===== src/rtl/tick_timer.sv =====
module tick_timer #(
  parameter int AW = 12,
  parameter int W  = 32
) (
  input  logic          clk,
  input  logic          rst_n,
  input  logic          psel,
  input  logic          penable,
  input  logic          pwrite,
  input  logic [AW-1:0] paddr,
  input  logic [31:0]   pwdata,
  output logic [31:0]   prdata,
  output logic          pready,
  output logic          pslverr,
  output logic          irq_o
);
  localparam logic [1:0] SEL_CTRL = 2'd0;
  localparam logic [1:0] SEL_PER  = 2'd1;
  localparam logic [1:0] SEL_STAT = 2'd2;
  localparam logic [1:0] SEL_CNT  = 2'd3;

  logic         run_q, stat_q, irq_q;
  logic [W-1:0] cnt_q, per_sh_q, per_lv_q, lim_m1;

  wire [1:0] sel  = paddr[3:2];
  wire       acc  = psel & penable;
  wire       wr   = acc & pwrite;
  wire       rd   = acc & ~pwrite;
  wire       clr  = wr && (sel == SEL_CTRL) && pwdata[1];
  wire       srd  = rd && (sel == SEL_STAT);

  assign lim_m1 = (per_lv_q <= W'(1)) ? '0 : per_lv_q - W'(1);

  wire wrap = run_q && !clr && (cnt_q >= lim_m1);

  assign pready  = 1'b1;
  assign pslverr = 1'b0;
  assign irq_o   = irq_q;

  always_comb begin
    case (sel)
      SEL_CTRL: prdata = {31'd0, run_q};
      SEL_PER:  prdata = 32'(per_sh_q);
      SEL_STAT: prdata = {31'd0, stat_q};
      default:  prdata = 32'(cnt_q);
    endcase
  end

  always_ff @(posedge clk or negedge rst_n) begin
    if (!rst_n) begin
      run_q    <= 1'b0;
      cnt_q    <= '0;
      per_sh_q <= '1;
      per_lv_q <= '1;
      stat_q   <= 1'b0;
      irq_q    <= 1'b0;
    end else begin
      irq_q <= wrap;
      if (wr && sel == SEL_CTRL) run_q <= pwdata[0];
      if (wr && sel == SEL_PER) per_sh_q <= pwdata[W-1:0];
      if (clr || wrap) begin
        cnt_q    <= '0;
        per_lv_q <= per_sh_q;
      end else if (run_q) begin
        cnt_q <= cnt_q + W'(1);
      end
      if (wrap) stat_q <= 1'b1;
      else if (srd) stat_q <= 1'b0;
    end
  end

  a_r3_count_in_range: assert property (@(posedge clk) disable iff (!rst_n)
    cnt_q <= lim_m1);

  a_r4_stop_holds: assert property (@(posedge clk) disable iff (!rst_n)
    (!run_q && !clr) |=> $stable(cnt_q));

  a_r5_reset_zeroes: assert property (@(posedge clk) disable iff (!rst_n)
    clr |=> (cnt_q == '0) && !irq_o);

  a_r8_single_pulse: assert property (@(posedge clk) disable iff (!rst_n)
    (irq_o && lim_m1 != '0) |=> !irq_o);

  a_r8_pulse_needs_run: assert property (@(posedge clk) disable iff (!rst_n)
    irq_o |-> $past(run_q));

  a_r9_status_sticky: assert property (@(posedge clk) disable iff (!rst_n)
    (stat_q && !srd) |=> stat_q);

  a_r9_irq_sets_status: assert property (@(posedge clk) disable iff (!rst_n)
    irq_o |-> stat_q);
endmodule


===== config.mk =====
export PLATFORM = sky130hd
export DESIGN_NAME = tick_timer
export DESIGN_NICKNAME = d
export VERILOG_FILES = /design/src/rtl/tick_timer.sv
export SDC_FILE = /design/constraint.sdc
export NUM_CORES = 1
export LEC_CHECK = 0
export BUFFER_PORTS_ARGS = -buffer_cell sky130_fd_sc_hd__buf_4
export CORE_MARGIN = 1.5
export CORE_UTILIZATION = 42
export CTS_CLUSTER_DIAMETER = 60
export DETAILED_ROUTE_END_ITERATION = 12
export PLACE_DENSITY = 0.69
export SYNTH_ARGS = -nofsm -noshare
export SYNTH_HDL_FRONTEND = slang
export SYNTH_SLANG_ARGS = --single-unit
export TNS_END_PERCENT = 100

===== constraint.sdc =====
create_clock -name clk -period 4.65 [get_ports clk]
set_input_delay 0 -clock clk [delete_from_list [all_inputs] [get_ports clk]]
set_output_delay 0 -clock clk [all_outputs]
set_load 0.1 [all_outputs]

==> impl_results.md, run 1 <==
- Outcome: complete, no violations
- Setup slack after layout: 0.504 ns
- Most common cell after layout, fill and taps aside: buf_4
- FP Rows: 44
- CP max-delay cell: or4_1
- Fraction of registers with async set/reset: 100%
- Io pins: 84
- Synth top area share: 27.1%
- CP required: 4.93 ns
- First-pass GRT wire length: 24400 µm
- FILL cells: 1285
- Post-Route WL: 14200 µm
- Clock slew at reported path FFs: 0.07 ns
- Ys Warns: 0
- Prevailing post-synth register cell: dfstp_2
- Final slew viol count: 0
- Cts bufs inserted: 9
- RSZ-0062 raised after global routing: no
- Die area: 15500 µm²
- Post-synth top area cell: dfstp_2
- Net Count, Synth: 680
- Share of layout cells above drive strength 1: 34.3%
- Worst Hold Class: in -> reg
- DR DRC count: 0
- Leak: 3.49 nW
- Worst-path cell chain: or4_1 > nor4_2 > and4bb_2 > and3_1 > nor3_1 > a21oi_1 > ha_1 > a21oi_1 > nand2_1 > a221oi_1 > a31oi_2 > nor3_4 > buf_12 > mux2_2
- Final setup fails: 0
- CTS tree: built
- Final Hold Violating Endpoints: 0
- Post-CTS Hold Fix Bufs: 33
- Post-Syn Area: 6200 µm²
- Buffers added on ports: 71
- Highest-count cells in the layout ignoring fill and taps: buf_4 (81), dfstp_2 (64), mux2_2 (59), nand2_1 (58), nor2_1 (57)
- Area Growth Syn to Fin: 22.2%
- H-tree Lvls: 3
- Routed vias/inst: 5.37
- Post-cts resize count: 0
- Layout Skew: 0.00963 ns
- Register area: 2560 µm²
- Antenna viol nets, final: 0
- Crit path max fanout: 31
- Area contributors post-synth: dfstp_2 (27%), dfrtp_1 (14%), mux2_2 (11%)
- CTS sink count: 99
- Crit Path Class: reg -> reg
- Post-route cell area: 7580 µm²
- Max Buffers Root-to-Sink: 2
- Maxcap violations: 0
- Vias in the first global route: 4955
- Largest net degree at the start of global routing: 51
- Final core occ: 52.4%
- Cell Area, Placed: 6960 µm²
- Relative slew slack: 24.5%
- DP Worst Slack: 0.457 ns
- Crit path capture type: register
- Setup TNS Final: 0 ns
- Core Box Area: 14500 µm²
- Final Critical Period: 4.15 ns
- Initial antenna violation count: 0
- CP max stage delay: 0.59 ns
- First-pass detailed-route iteration total: 4
- Startpoint Class: register
- Pwr/cell area: 431 nW/µm²
- Placer Congestion: 0.865
- CTS root buf: clkbuf_16
- Register area share after synthesis: 41.2%
- Final nets: 785
- Cell count after synthesis: 596
- Diode count: 0
- GRT overflow: 0
- Most frequent CP cell: a21oi_1
- Post-synth EDFFs: 0
- Tot GR Track Use: 19.3%
- Final Cycle Share: 89.2%
- Via count: 4776
- Die height: 125 µm
- Skew-Pair Late Insertion Delay: 0.36 ns
- Synth cell types: 61
- Worst VDD drop: 0.000181 V
- Multi-input gate area: 3480 µm²
- Seq cells post-synth: 99
- Setup Buffers After CTS: 0
- Drt first-iter violations: 195
- CP arrival: 4.43 ns
- Die X: 125 µm
- Avg Cell Area, Syn: 10.4 µm²
- Actual slew at the worst max-slew pin: 1.12 ns
- HPWL after DPL: 10200 µm
- Fmax: 0.241 GHz
- Total power: 3.27 mW
- Wire per inst: 15.9 µm
- Starting density of the core: 42.8%
==> power by group <==
part           leakage, nW  internal (mW)  switching [mW]  total, mW
logic                 2.21          0.524           0.739       1.26
clock network        0.138          0.393           0.329      0.721
registers             1.14           1.11           0.179       1.29
total                 3.49           2.02            1.25       3.27
==> worst max-delay path, delay by kind of cell (launching register included) <==
kind	cells	cell delay [ns]
compound gates	4	0.87
simple gates	7	1.96
buf+inv	1	0.23
flops	1	0.38
mux	1	0.35
fa+ha+maj	1	0.27
==> synth_stat cells (all sizes together), types with 2 or more instances <==
master,number
clkbuf,8
nand2b,3
nand4b,2
a31oi,2
nand3b,2
nand3,14
dfrtp,35
dfstp,64
a21boi,2
and2,20
mux2i,31
and3,9
and4,2
a21o,2
o31ai,2
or4,3
a31o,2
o21ai,9
or2,3
o31a,2
nor3,17
a21oi,17
ha,35
nor4,13
nor2b,6
xor2,27
nor2,59
xnor2,25
o2111ai,2
nand2,58
nand4,14
buf,14
or3,4
conb,2
inv,12
mux2,64
==> metrics by stage <==
stage | std cells | hold WS [ns]
5_1_grt | 890 | 0.0724
3_5_place_dp | 841 | 0.0612
6_report | 890 | 0.0534
4_1_cts | 890 | 0.0480
3_3_place_gp | 841 | 0.0602
2_1_floorplan | 596 | -0.296
==> final cells by class <==
class	count	area share [%]
multi-input cells	463	45.9
flip-flops and latches	99	33.7
repair buffers	116	12.9
clock buffers	11	3.33
well taps	184	3.04
inverters	12	0.594
clock inverters	5	0.495
==> cells by family (layout without fill, tap and decap cells) <==
group	Yosys count	after routing	synth area share [%]
buffers and inverters	34	144	2.66
DFF	99	99	41.2
xor gates and xnor gates	52	52	7.34
adders and majority gates	35	35	7.06
AOI/OAI and AO/OA	46	46	5.12
muxes	96	96	17.3
and+or+nand+nor	232	232	19.2
other	2	2	0.121
==> flip-flops by register name (all words and copies together), names as in the netlist <==
| register | cells |
|---|---|
| per_lv_q | 32 |
| stat_q | 1 |
| per_sh_q | 32 |
| run_q | 1 |
| irq_o | 1 |
| cnt_q | 32 |
==> metal layers <==
metal	up-vias	part of all wire (%)	GRT usage, %	routed length [µm]
li1	2310	-	-	-
met1	2354	46	26.0	6560
met2	93	48	31.2	6760
met3	19	4.4	4.42	622
met4	0	1.7	5.48	244
met5	-	0	0	0
==> worst paths after layout <==
kind	from	end	slack, ns	cells after the start
max	per_lv_q[23]	per_lv_q[22]	0.50	14
min	pwrite	stat_q	0.05	4
max reg2reg	per_lv_q[23]	per_lv_q[22]	0.50	14
min reg2reg	cnt_q[0]	cnt_q[0]	0.61	2
max in group asynchronous	rst_n	cnt_q[11]	3.38	3
min in group asynchronous	rst_n	cnt_q[28]	0.19	2
Power figures use the tool's default switching activity.
==> inputs of run 2 (changes only) <==
--- a/config.mk
+++ b/config.mk
@@ -6,11 +6,12 @@
 export NUM_CORES = 1
 export LEC_CHECK = 0
 export BUFFER_PORTS_ARGS = -buffer_cell sky130_fd_sc_hd__buf_4
-export CORE_MARGIN = 1.5
+export CORE_MARGIN = 8
 export CORE_UTILIZATION = 42
 export CTS_CLUSTER_DIAMETER = 60
 export DETAILED_ROUTE_END_ITERATION = 12
-export PLACE_DENSITY = 0.69
+export PLACE_DENSITY = 0.72
+export RECOVER_POWER = 25
 export SYNTH_ARGS = -nofsm -noshare
 export SYNTH_HDL_FRONTEND = slang
 export SYNTH_SLANG_ARGS = --single-unit
==> constraint.sdc (replaced) <==
create_clock -name clk -period 3.5 [get_ports clk]
set_input_delay 0 -clock clk [delete_from_list [all_inputs] [get_ports clk]]
set_output_delay 0 -clock clk [all_outputs]
set_load 0.1 [all_outputs]
==> run 2 against run 1 <==
- flip-flop and latch count did not move
- critical endpoint is now per_lv_q[10]
- routed wire length rose by 19%
- hold slack got worse by 0.017 ns
- design area rose by 10%
- the flow now finishes with violations (max-capacitance violations, max-slew violations, negative setup slack)
==> impl_results.md, run 2 (synthesized netlist as in run 1, its figures left out) <==
- Outcome: finished, violations left
- Failing checks: max-capacitance violations, max-slew violations, negative setup slack
- H-tree Lvls: 3
- CP arrival: 4.17 ns
- GRT overflow: 0
- First-pass GRT wire length: 27100 µm
- Starting density of the core: 42.8%
- Core Box Area: 14500 µm²
- Relative slew slack: -77.7%
- Share of layout cells above drive strength 1: 44.4%
- Most common cell after layout, fill and taps aside: buf_4
- Final Critical Period: 3.89 ns
- Tot GR Track Use: 18.0%
- Post-Route WL: 16900 µm
- Via count: 5110
- Crit Path Class: reg -> reg
- Io pins: 84
- CP max-delay cell: or4_4
- Setup slack after layout: -0.394 ns
- Worst VDD drop: 0.000277 V
- Startpoint Class: register
- Skew-Pair Late Insertion Delay: 0.35 ns
- First-pass detailed-route iteration total: 4
- Crit path max fanout: 6
- Max Buffers Root-to-Sink: 2
- Crit path capture type: register
- FP Rows: 44
- Area Growth Syn to Fin: 34.8%
- Clock slew at reported path FFs: 0.07 ns
- CTS sink count: 99
- CP top delay family: simple AND/OR/NAND/NOR gates
- CP required: 3.78 ns
- DR DRC count: 0
- Worst path bufs/invs: 3
- Maxcap violations: 1
- Largest net degree at the start of global routing: 54
- CTS root buf: clkbuf_16
- Vias in the first global route: 5324
- Initial antenna violation count: 0
- Diode count: 0
- Setup TNS Final: -21.33 ns
- Wire per inst: 17.7 µm
- Worst Hold Class: in -> reg
- CTS tree: built
- Drt first-iter violations: 407
- Antenna viol nets, final: 0
- Routed vias/inst: 5.35
- Buffers added on ports: 71
- Total power: 4.72 mW
- Final slew viol count: 47
- Actual slew at the worst max-slew pin: 2.67 ns
- Pwr/cell area: 564 nW/µm²
- Final Cycle Share: 111%
- Die X: 138 µm
- Fmax: 0.257 GHz
- HPWL after DPL: 11600 µm
- CP max stage delay: 0.55 ns
- Placer Congestion: 0.908
- Layout Skew: 0.00852 ns
- Hold WS: 0.0369 ns
- Leak: 3.94 nW
- Cell Area, Placed: 7350 µm²
- Most frequent CP cell: buf_6
- FILL cells: 1209
- Die height: 138 µm
- Final nets: 850
- Highest-count cells in the layout ignoring fill and taps: buf_4 (134), dfstp_2 (64), mux2_2 (58), nor2_1 (56), nand2_1 (55)
- Worst-path cell chain: or4_4 > nor4_4 > and4bb_2 > and3_4 > buf_6 > nor3_1 > a21oi_1 > ha_1 > nand4_1 > nor2_1 > a221oi_2 > a31oi_4 > nor3_4 > buf_6 > clkbuf_16 > mux2_2
- Final setup fails: 66
- Final Hold Violating Endpoints: 0
- Biggest regs: cnt_q x32, per_lv_q x32, per_sh_q x32
- Die area: 18900 µm²
- Post-route cell area: 8360 µm²
- Cts bufs inserted: 9
- RSZ-0062 raised after global routing: yes
- DP Worst Slack: -0.494 ns
-- run 2: changes by cell type in the layout (fill, tap and decap cells not counted), sizes merged --
cell,previous run,this run
clkinvlp,2,0
buf,83,144
clkbuf,11,19
clkinv,3,1
-- run 2: repair_timing --
action / 4_1_cts / 5_1_grt
hold buffers: 33 / 0
setup endpoints to repair: 64 / 66
cloned: 1 / 4
endpoints found under the hold margin: 45 / 0
buffers inserted: 7 / 7
pin swaps: 10 / 12
resized for setup: 7 / 47
-- run 2: final timing paths --
| check | startpoint | end | slack (ns) | cells past startpoint |
|---|---|---|---|---|
| worst max-delay path | per_lv_q[23] | per_lv_q[10] | -0.39 | 16 |
| worst min-delay path | pwrite | stat_q | 0.04 | 4 |
| worst max register to register | per_lv_q[23] | per_lv_q[10] | -0.39 | 16 |
| worst min register to register | stat_q | stat_q | 0.61 | 3 |
| max in group asynchronous | rst_n | cnt_q[13] | 0.95 | 2 |
| min in group asynchronous | rst_n | cnt_q[16] | 1.05 | 2 |
-- run 2: final cells by class --
| cell class | count | area [µm²] | area share [%] |
|---|---|---|---|
| clock inverter | 1 | 5.00 | 0.0598 |
| inverter | 12 | 45.0 | 0.539 |
| multi-input combinational | 463 | 3700 | 44.2 |
| timing repair buffer | 181 | 1580 | 18.9 |
| sequential | 99 | 2560 | 30.6 |
| tap | 184 | 230 | 2.75 |
| clock buffer | 15 | 248 | 2.96 |
-- run 2: stage by stage --
stage / cells / util [%]
finish: 955 / 57.8
global route: 955 / 57.8
CTS: 945 / 55.6
detailed placement: 888 / 50.7
global placement: 888 / 50.7
floorplan: 596 / -
-- run 2: worst min-delay path, stage by stage --
cell     delay (ns)
buf_4          0.11
inv_1          0.04
a31o_2         0.13
o21ai_0        0.06
-- run 2: layer usage --
metal  wire length, µm  track usage [%]  vias up
met5                 0                0        -
li1                  -                -     2437
met3               977             2.88       17
met1              7390             23.1     2543
met2              8320             30.0      113
met4               227             5.97        0
-- run 2: report_power, final --
part	switching, mW	internal (mW)
clock network	0.421	0.483
registers	0.211	1.47
logic	1.16	0.974
total	1.79	2.93
